[src/rtl/ctxsw_pkg.sv]
package ctxsw_pkg;
   typedef enum logic [0:0] {
      ST_RUN   = 1'b0,
      ST_FLUSH = 1'b1
   } sw_state_e;

   typedef enum logic [1:0] {
      CAUSE_NONE  = 2'd0,
      CAUSE_MISS  = 2'd1,
      CAUSE_INST  = 2'd2,
      CAUSE_QUANT = 2'd3
   } sw_cause_e;
endpackage

[src/rtl/ctxsw_rr_pick.sv]
module ctxsw_rr_pick #(
   parameter int NUM_CTX = 4,
   localparam int CTX_W  = $clog2(NUM_CTX)
) (
   input  logic               clk,
   input  logic               rst_n,
   input  logic [NUM_CTX-1:0] ready_i,
   input  logic [CTX_W-1:0]   cur_i,
   output logic               found_o,
   output logic [CTX_W-1:0]   next_o
);
   logic [CTX_W-1:0] probe;

   // search downward so the nearest successor is the last match
   always_comb begin
      found_o = 1'b0;
      next_o  = cur_i;
      probe   = cur_i;
      for (int k = NUM_CTX - 1; k >= 1; k--) begin
         probe = cur_i + CTX_W'(k);
         if (ready_i[probe]) begin
            found_o = 1'b1;
            next_o  = probe;
         end
      end
   end

   AST_PICK_READY: assert property (@(posedge clk) disable iff (!rst_n)
      found_o |-> (ready_i[next_o] && next_o != cur_i));
endmodule

[src/rtl/ctxsw_quantum.sv]
module ctxsw_quantum #(
   parameter int QNT_W             = 16,
   parameter logic [QNT_W-1:0] QNT_RESET = 1024
) (
   input  logic             clk,
   input  logic             rst_n,
   input  logic             cfg_we_i,
   input  logic [QNT_W-1:0] cfg_val_i,
   input  logic             run_i,
   input  logic             issue_i,
   input  logic             reload_i,
   output logic             expired_o
);
   logic [QNT_W-1:0] reload_q;
   logic [QNT_W-1:0] cnt_q;

   always_ff @(posedge clk) begin
      if (!rst_n) begin
         reload_q <= QNT_RESET;
         cnt_q    <= QNT_RESET;
      end else if (cfg_we_i) begin
         reload_q <= cfg_val_i;
         cnt_q    <= cfg_val_i;
      end else if (reload_i) begin
         cnt_q <= reload_q;
      end else if (run_i && issue_i && cnt_q != '0) begin
         cnt_q <= cnt_q - 1'b1;
      end
   end

   assign expired_o = run_i && (cnt_q == '0);

   AST_QNT_IDLE_HOLD: assert property (@(posedge clk) disable iff (!rst_n)
      (!issue_i && !cfg_we_i && !reload_i) |=> $stable(cnt_q));
   AST_QNT_NO_WRAP: assert property (@(posedge clk) disable iff (!rst_n)
      (cnt_q == '0 && !cfg_we_i && !reload_i) |=> cnt_q == '0);
endmodule

[src/rtl/ctxsw_ctx_file.sv]
module ctxsw_ctx_file #(
   parameter int NUM_CTX = 4,
   parameter int PC_W    = 32,
   parameter int ASID_W  = 8,
   parameter int CSR_W   = 16,
   localparam int CTX_W  = $clog2(NUM_CTX)
) (
   input  logic              clk,
   input  logic              rst_n,
   input  logic              save_we_i,
   input  logic [CTX_W-1:0]  save_id_i,
   input  logic [PC_W-1:0]   save_pc_i,
   input  logic [CSR_W-1:0]  save_csr_i,
   input  logic              init_we_i,
   input  logic [CTX_W-1:0]  init_id_i,
   input  logic [PC_W-1:0]   init_pc_i,
   input  logic [ASID_W-1:0] init_asid_i,
   input  logic [CSR_W-1:0]  init_csr_i,
   input  logic [CTX_W-1:0]  rd_id_i,
   output logic [PC_W-1:0]   rd_pc_o,
   output logic [ASID_W-1:0] rd_asid_o,
   output logic [CSR_W-1:0]  rd_csr_o
);
   logic [NUM_CTX-1:0][PC_W-1:0]   pc_all;
   logic [NUM_CTX-1:0][ASID_W-1:0] asid_all;
   logic [NUM_CTX-1:0][CSR_W-1:0]  csr_all;

   for (genvar g = 0; g < NUM_CTX; g++) begin : g_slot
      logic [PC_W-1:0]   pc_q;
      logic [ASID_W-1:0] asid_q;
      logic [CSR_W-1:0]  csr_q;
      logic              hit_init;
      logic              hit_save;

      assign hit_init = init_we_i && (init_id_i == CTX_W'(g));
      assign hit_save = save_we_i && (save_id_i == CTX_W'(g));

      always_ff @(posedge clk) begin
         if (!rst_n) begin
            pc_q   <= '0;
            asid_q <= ASID_W'(g);
            csr_q  <= '0;
         end else begin
            if (hit_init) begin
               pc_q   <= init_pc_i;
               asid_q <= init_asid_i;
               csr_q  <= init_csr_i;
            end
            if (hit_save) begin
               pc_q  <= save_pc_i;
               csr_q <= save_csr_i;
            end
         end
      end

      assign pc_all[g]   = pc_q;
      assign asid_all[g] = asid_q;
      assign csr_all[g]  = csr_q;
   end

   assign rd_pc_o   = pc_all[rd_id_i];
   assign rd_asid_o = asid_all[rd_id_i];
   assign rd_csr_o  = csr_all[rd_id_i];

   AST_SAVE_PC: assert property (@(posedge clk) disable iff (!rst_n)
      save_we_i |=> pc_all[$past(save_id_i)] == $past(save_pc_i));
   AST_SAVE_CSR: assert property (@(posedge clk) disable iff (!rst_n)
      save_we_i |=> csr_all[$past(save_id_i)] == $past(save_csr_i));
endmodule

[src/rtl/mt_ctx_switch.sv]
module mt_ctx_switch #(
   parameter int NUM_CTX   = 4,
   parameter int PC_W      = 32,
   parameter int ASID_W    = 8,
   parameter int CSR_W     = 16,
   parameter int QNT_W     = 16,
   parameter logic [QNT_W-1:0] QNT_RESET = 1024,
   localparam int CTX_W    = $clog2(NUM_CTX)
) (
   input  logic               clk,
   input  logic               rst_n,
   input  logic               cfg_we,
   input  logic               cfg_switch_en,
   input  logic [QNT_W-1:0]   cfg_quantum,
   input  logic               ctx_init_we,
   input  logic [CTX_W-1:0]   ctx_init_id,
   input  logic [PC_W-1:0]    ctx_init_pc,
   input  logic [ASID_W-1:0]  ctx_init_asid,
   input  logic [CSR_W-1:0]   ctx_init_csr,
   input  logic               issue_valid,
   input  logic               trig_miss,
   input  logic               trig_inst,
   input  logic [PC_W-1:0]    epc_in,
   input  logic [CSR_W-1:0]   csr_in,
   input  logic               mem_resp_valid,
   input  logic [CTX_W-1:0]   mem_resp_ctx,
   output logic [CTX_W-1:0]   cur_ctx,
   output logic [NUM_CTX-1:0] ready_vec,
   output logic               switch_en,
   output logic               stall,
   output logic               nullify,
   output logic [PC_W-1:0]    redirect_pc,
   output logic [ASID_W-1:0]  tlb_asid,
   output logic [CSR_W-1:0]   ctx_csr
);
   import ctxsw_pkg::*;

   // elaboration checks on the parameter set
   if (NUM_CTX < 2 || NUM_CTX > 8 || (NUM_CTX & (NUM_CTX - 1)) != 0) begin : g_bad_ctx
      $error("mt_ctx_switch: NUM_CTX must be 2, 4 or 8");
   end
   if (PC_W < 2 || ASID_W < CTX_W || CSR_W < 1 || QNT_W < 2) begin : g_bad_width
      $error("mt_ctx_switch: field widths too small");
   end

   sw_state_e          state_q;
   logic [CTX_W-1:0]   cur_q;
   logic [NUM_CTX-1:0] ready_q;
   logic [NUM_CTX-1:0] ready_d;
   logic               en_q;
   sw_cause_e          cause;
   logic               in_run;
   logic               pick_found;
   logic [CTX_W-1:0]   pick_next;
   logic               q_expired;
   logic               switch_go;

   assign in_run = (state_q == ST_RUN);

   always_comb begin
      if (trig_miss)      cause = CAUSE_MISS;
      else if (trig_inst) cause = CAUSE_INST;
      else if (q_expired) cause = CAUSE_QUANT;
      else                cause = CAUSE_NONE;
   end

   assign switch_go = in_run && en_q && pick_found && (cause != CAUSE_NONE);
   assign stall     = in_run && en_q && !pick_found &&
                      (cause == CAUSE_MISS || cause == CAUSE_INST);

   ctxsw_rr_pick #(.NUM_CTX(NUM_CTX)) u_pick (
      .clk     (clk),
      .rst_n   (rst_n),
      .ready_i (ready_q),
      .cur_i   (cur_q),
      .found_o (pick_found),
      .next_o  (pick_next)
   );

   ctxsw_quantum #(.QNT_W(QNT_W), .QNT_RESET(QNT_RESET)) u_quantum (
      .clk       (clk),
      .rst_n     (rst_n),
      .cfg_we_i  (cfg_we),
      .cfg_val_i (cfg_quantum),
      .run_i     (in_run),
      .issue_i   (issue_valid),
      .reload_i  (switch_go || q_expired),
      .expired_o (q_expired)
   );

   ctxsw_ctx_file #(
      .NUM_CTX (NUM_CTX),
      .PC_W    (PC_W),
      .ASID_W  (ASID_W),
      .CSR_W   (CSR_W)
   ) u_file (
      .clk         (clk),
      .rst_n       (rst_n),
      .save_we_i   (switch_go),
      .save_id_i   (cur_q),
      .save_pc_i   (epc_in),
      .save_csr_i  (csr_in),
      .init_we_i   (ctx_init_we),
      .init_id_i   (ctx_init_id),
      .init_pc_i   (ctx_init_pc),
      .init_asid_i (ctx_init_asid),
      .init_csr_i  (ctx_init_csr),
      .rd_id_i     (cur_q),
      .rd_pc_o     (redirect_pc),
      .rd_asid_o   (tlb_asid),
      .rd_csr_o    (ctx_csr)
   );

   // ready vector: miss clears outgoing, completion and init set
   always_comb begin
      ready_d = ready_q;
      if (switch_go && cause == CAUSE_MISS) ready_d[cur_q] = 1'b0;
      if (ctx_init_we)    ready_d[ctx_init_id]  = 1'b1;
      if (mem_resp_valid) ready_d[mem_resp_ctx] = 1'b1;
   end

   always_ff @(posedge clk) begin
      if (!rst_n) begin
         state_q <= ST_RUN;
         cur_q   <= '0;
         ready_q <= NUM_CTX'(1);
         en_q    <= 1'b1;
      end else begin
         ready_q <= ready_d;
         if (cfg_we) en_q <= cfg_switch_en;
         case (state_q)
            ST_RUN: begin
               if (switch_go) begin
                  state_q <= ST_FLUSH;
                  cur_q   <= pick_next;
               end
            end
            default: state_q <= ST_RUN;
         endcase
      end
   end

   assign cur_ctx   = cur_q;
   assign ready_vec = ready_q;
   assign switch_en = en_q;
   assign nullify   = (state_q == ST_FLUSH);

   AST_NULL_PULSE: assert property (@(posedge clk) disable iff (!rst_n)
      nullify |=> !nullify);
   AST_GO_FLUSH: assert property (@(posedge clk) disable iff (!rst_n)
      switch_go |=> (nullify && cur_ctx == $past(pick_next)));
   AST_INCOMING_READY: assert property (@(posedge clk) disable iff (!rst_n)
      nullify |-> ready_vec[cur_ctx]);
   AST_DISABLED_QUIET: assert property (@(posedge clk) disable iff (!rst_n)
      !switch_en |=> !nullify);
   AST_STALL_NO_SWITCH: assert property (@(posedge clk) disable iff (!rst_n)
      stall |=> (!nullify && $stable(cur_ctx)));
   AST_FLUSH_IGNORES: assert property (@(posedge clk) disable iff (!rst_n)
      nullify |=> $stable(cur_ctx));
   AST_MISS_CLEARS: assert property (@(posedge clk) disable iff (!rst_n)
      (switch_go && cause == CAUSE_MISS && !mem_resp_valid && !ctx_init_we)
      |=> !ready_vec[$past(cur_q)]);
endmodule

[config.mk]
export PLATFORM = sky130hd
export DESIGN_NAME = mt_ctx_switch
export DESIGN_NICKNAME = d
export VERILOG_FILES = /design/src/rtl/ctxsw_pkg.sv /design/src/rtl/ctxsw_rr_pick.sv /design/src/rtl/ctxsw_quantum.sv /design/src/rtl/ctxsw_ctx_file.sv /design/src/rtl/mt_ctx_switch.sv
export SDC_FILE = /design/constraint.sdc
export NUM_CORES = 1
export LEC_CHECK = 0
export BUFFER_PORTS_ARGS = -buffer_cell sky130_fd_sc_hd__buf_4
export CAP_MARGIN = 20
export CORE_MARGIN = 5
export CORE_UTILIZATION = 40
export DETAILED_ROUTE_END_ITERATION = 6
export HOLD_SLACK_MARGIN = 0.1
export PLACE_DENSITY_LB_ADDON = 0.15
export SKIP_CTS_REPAIR_TIMING = 1
export SLEW_MARGIN = 10
export SYNTH_ARGS = -nofsm -noshare
export SYNTH_HDL_FRONTEND = slang
export SYNTH_HIERARCHICAL = 1
export SYNTH_SLANG_ARGS = --single-unit
export TNS_END_PERCENT = 20
[constraint.sdc]
create_clock -name clk -period 4.65 [get_ports clk]
set_clock_uncertainty 0.1 [all_clocks]
set_input_delay 0.93 -clock clk [delete_from_list [all_inputs] [get_ports clk]]
set_output_delay 0.93 -clock clk [all_outputs]
set_load 0.03 [all_outputs]
## After elaboration in Yosys (flattened, before gate mapping)

Cells that the tools add are included.
W data, S select, Z words.

- Bitwise operators: 6
- $add $sub $neg: 4
- $lt $le $gt $ge: 9
- Equality and inequality tests: 8
- Reductions and logical operators: 36
- Mux-type cells: 50

Operators with widths:

| cell | count |
|---|---|
| $mux W32 | 9 |
| $mux W16 | 12 |
| $bmux W32 S2 | 1 |
| $bmux W16 S2 | 1 |
| $logic_and A1 B1 Y1 | 20 |
| $lt A2 B3 Y1 const B | 6 |
| $bmux W8 S2 | 1 |
| $logic_not A16 Y1 | 1 |
| $reduce_bool A16 Y1 | 1 |
| $sub A16 B1 Y16 const B | 1 |
| $mux W2 | 6 |
| $mux W4 | 3 |
| $eq A2 B2 Y1 const B | 5 |
| $mux W1 | 10 |
| $reduce_bool A2 Y1 | 5 |
| $mux W8 | 1 |
| $or A4 B4 Y4 | 2 |
| $bmux W1 S2 | 3 |
| $demux W1 S2 | 3 |
| $eq A2 B1 Y1 const B | 3 |
| $ge A2 B1 Y1 const B | 3 |
| $reduce_bool A3 Y1 | 2 |
| $add A2 B2 Y2 const B | 2 |
| $and A4 B4 Y4 | 1 |
| 8 further kinds | 11 |

- Bits in registers: 264
- Output and inout port bits: 65
- Word-level logic and storage cells: 131
- Input port bits: 133

## Depth between registers and ports, before layout

- Depth after elaboration: 14
- Gate-level depth with buffers: 19

## By module

Netlist, hierarchy kept.

Modules (own cells, without submodules):

| module | cells an instance | sequential area each (um2) | area an instance (um2) | instances |
|---|---|---|---|---|
| ctxsw_ctx_file | 1,282 | 4,484.3 | 10,606.4 | 1 |
| ctxsw_quantum | 205 | 640.6 | 1,760.4 | 1 |
| mt_ctx_switch | 52 | 160.2 | 436.7 | 1 |
| ctxsw_rr_pick | 18 | 0.0 | 115.1 | 1 |

## Worst setup path before layout

OpenSTA, ideal clock, no wires.

- Path type: flip-flop to output port
- Start point: register u_quantum.cnt_q[0]
- End point: output port stall
- Stages on the path, launching flop included: 10
- Data arrival time: 3.124 ns
- Slack: 0.496 ns
- Cells stage by stage: dfxtp_1 -> inv_1 -> ha_1 -> or3b_2 -> or2_0 -> buf_2 -> nor4_1 -> o21bai_1 -> ha_1 -> nor4b_1

- Cells in the longest elaborated chain, start to end: 8
- Elaborated cells on any way between the ends: 9
- Those cells by class: eq/ne (2); mux (3); reduce/logical (4)

RTL lines:

| item | line | RTL |
|---|---|---|
| start: declaration | ctxsw_quantum.sv:15 | `logic [QNT_W-1:0] cnt_q;` |
| start signal: assignment | ctxsw_quantum.sv:23 | `cnt_q <= cfg_val_i;` |
| start signal: assignment | ctxsw_quantum.sv:25 | `cnt_q <= reload_q;` |
| start signal: assignment | ctxsw_quantum.sv:27 | `cnt_q <= cnt_q - 1'b1;` |
| $logic_not A16 Y1 (*) | ctxsw_quantum.sv:31 | `assign expired_o = run_i && (cnt_q == '0);` |
| $logic_and A1 B1 Y1 (*) | ctxsw_quantum.sv:31 |  |
| named net q_expired | mt_ctx_switch.sv:55 | `logic q_expired;` |
| $mux W2 (*) | mt_ctx_switch.sv:63 | `else if (q_expired) cause = CAUSE_QUANT;` |
| $mux W2 (*) | mt_ctx_switch.sv:62 | `else if (trig_inst) cause = CAUSE_INST;` |
| $mux W2 (*) | mt_ctx_switch.sv:61 | `if (trig_miss) cause = CAUSE_MISS;` |
| $eq A2 B1 Y1 or $eq A2 B2 Y1 (tied branches) | mt_ctx_switch.sv:69 | `(cause == CAUSE_MISS \|\| cause == CAUSE_INST);` |
| $logic_or A1 B1 Y1 (*) | mt_ctx_switch.sv:69 |  |
| $logic_and A1 B1 Y1 (*) | mt_ctx_switch.sv:68 | `assign stall = in_run && en_q && !pick_found &&` |
| end: declaration | mt_ctx_switch.sv:30 | `output logic stall,` |

The timed path passes the listed nets; every way through them passes the cells marked *.

## Worst setup path after layout

Same ends and word-level chain as after synthesis.

==> metrics.md <==
| Metric | Value |
|---|---|
| Chip Height | 190 um |
| Endpoints failing setup | 0 |
| Post-synthesis simple-gate area fraction | 18.2% |
| HPWL after detailed placement | 23.5 mm |
| Clock Tree Buf Depth | 3 |
| Syn avg cell area | 8.30 sq um |
| Core ar. | 31700 sq um |
| TritonCTS clock tree | built |
| Mapped Nets | 1693 |
| Max Fanout on Critical Path | 6 |
| Cell Area, Synth | 12900 sq um |
| Diode count | 0 |
| XOR/XNOR Fraction of Synth Area | 0.271% |
| GRT Overall Usage | 21.9% |
| Die X-Extent | 190 um |
| H-Tree Depth | 1 |
| Fmax | 231 MHz |
| Initial core utilization | 40.7% |
| DR iter-0 viols | 1053 |
| Async SR Flop Fraction | 0% |
| Sink Count | 264 |
| First-pass GRT wire length | 64.5 mm |
| RD Place Congestion | 0.782 |
| Sum Neg Setup Slack | 0 ps |
| Worst skew pair latency | 550 ps |
| PortBufs | 197 |
| Worst Setup End Kind | output pin |
| Leak | 5.51 nW |
| Fin nets | 1802 |
| RSZ-0062 raised after global routing | no |
| # rows | 65 |
| Startpoint type of the worst setup path | flop |
| Layout area overhead | 19.5% |
| CP Class | flop to output pin |
| Post-route ant nets | 0 |
| Num CTS Buffers | 30 |
| Vias | 12000 |
| Required @ worst endpoint | 3620 ps |
| Top_reg_cell synth | dfxtp_1 |
| Placed instance area | 14400 sq um |
| I/O Pins | 198 |
| Min Hold Slack | 362 ps |
| Worst hold path class | flop to flop |
| Status | finished clean |
| Antenna violations before repair | 0 |
| Sequential area share after synthesis | 40.9% |
| Post-synthesis mux area share | 10.8% |
| Fin area | 15400 sq um |
| Max-slew violations | 0 |
| Main combinational cell family by area after synthesis | compound AO/OA/AOI/OAI gates |
| Vias in the first global route | 11600 |
| DR WL/cell | 19.7 um |
| Pwr dens | 411 nW/um^2 |
| Worst-path clk slew | 60 ps |
| Via density | 5.74 |
| Die Area | 36000 sq um |
| Yosys warns | 6 |
| DRC Markers | 0 |
| Data arrival, critical path | 3300 ps |
| Relative slew slack | 29.9% |
| Fin crit period | 4330 ps |
| Post-Synthesis Cells | 1557 |
| Length of the first detailed-routing pass in iterations | 5 |
| EDFF count, synth | 0 |
| CTS Root Cell | clkbuf_16 |
| Slew @ Worst Pin | 1050 ps |
| Total power | 6.35 mW |
| Synth Area in Compound Gates | 23.4% |
| Maximum VDD drop | 293 uV |
| Share of cells above drive strength 1 | 20.8% |
| Overflow after GRT | 0 |
| Post-Synth Adder-Cell Area | 0.291% |
| Total wire length | 41.2 mm |
| Max Cap Violations | 0 |
| Final period util | 93.1% |
| Distinct cells, synth | 66 |
| Largest net degree at the start of global routing | 116 |
| Synthesized flop and latch total | 264 |
| Endpoints failing hold | 0 |
per-layer routing:
metal / part of all wire (%) / vias up / GRT usage (%)
li1: - / 5774 / -
met1: 46 / 5704 / 31.6
met2: 46 / 457 / 34.7
met3: 7.0 / 52 / 3.49
met4: 1.7 / 0 / 4.81
met5: 0 / - / 0
worst paths after layout:
| path | start | to | slack [ps] | cells after the start |
|---|---|---|---|---|
| setup / recovery | u_quantum/cnt_q[0] | stall | 320 | 9 |
| hold / removal | u_file/g_slot[3].pc_q[30] | u_file/g_slot[3].pc_q[30] | 360 | 2 |
| setup reg to reg | u_quantum/cnt_q[0] | u_quantum/cnt_q[10] | 670 | 16 |
| hold reg to reg | u_file/g_slot[3].pc_q[30] | u_file/g_slot[3].pc_q[30] | 360 | 2 |
state kept, by name, summed over array words and instances, names as in the netlist:
register,flops
cur_ctx,2
nullify,1
ready_vec,4
switch_en,1
u_file/g_slot.asid_q,32
u_file/g_slot.csr_q,64
u_file/g_slot.pc_q,128
u_quantum/cnt_q,16
u_quantum/reload_q,16
report_power, final:
group / internal [mW] / leakage [nW] / switching (mW) / total (mW)
combinational: 0.530 / 2.84 / 0.742 / 1.27
sequential: 2.44 / 2.16 / 0.131 / 2.57
clock: 1.55 / 0.514 / 0.957 / 2.51
total: 4.52 / 5.51 / 1.83 / 6.35
worst max-delay path, stage by stage (launching register included):
cell and delay (ps):
dfxtp_1 340, inv_1 60, ha_1 180, or3b_2 490, or2_0 340, nor4_2 330
o21bai_1 150, ha_1 300, nor4b_1 320, buf_4 230
layout by cell type, fill, tap and decap left out, types with 13 or more instances in the layout:
master and count:
mux2i_1 13, nand2_1 481, a21boi_0 40, a31oi_1 189, clkbuf_16 31, o21ai_0 205, buf_4 215, mux4_2 56
dfxtp_1 262, a21oi_1 16
area by class of cell:
class | count | area (sq um)
Fill cell | 3086 | 16300
Multi-Input combinational cell | 1139 | 6890
Sequential cell | 264 | 5290
Timing Repair Buffer | 218 | 1670
Clock buffer | 44 | 905
Tap cell | 402 | 503
Clock inverter | 7 | 135
Inverter | 13 | 53.8
cell usage after synthesis, types with 8 or more instances:
library cell / count / area [sq um]
mux2i_1: 13 / 130
nor2b_1: 12 / 75.1
a21oi_1: 16 / 80.1
a21boi_0: 40 / 300
inv_1: 11 / 41.3
nor2_1: 10 / 37.5
a31oi_2: 9 / 113
mux4_2: 56 / 1260
a31oi_1: 189 / 1180
nand3b_1: 8 / 60.1
nand2_1: 481 / 1810
buf_4: 11 / 82.6
nand3_1: 11 / 55.1
buf_6: 12 / 135
dfxtp_1: 264 / 5290
buf_2: 46 / 230
clkbuf_1: 66 / 248
o21ai_0: 205 / 1030
kinds of logic after synthesis:
| kind of cell | count (synthesis) |
|---|---|
| AND/OR/NAND/NOR | 564 |
| AO/OA/AOI/OAI | 499 |
| flip-flops | 264 |
| buffers and inverters | 154 |
| multiplexers | 69 |
| XOR/XNOR | 4 |
| adder cells (fa/ha/maj) | 3 |
through the flow:
step,util (%),worst slack [ps],std cells
after detailed placement,45.4,618,2036
final,48.7,320,2087
after global routing,48.7,55.0,2087
after global placement,45.4,685,2036
after floorplan,-,496,1557
after CTS,48.7,191,2087
(Power assumes the default switching activity.)
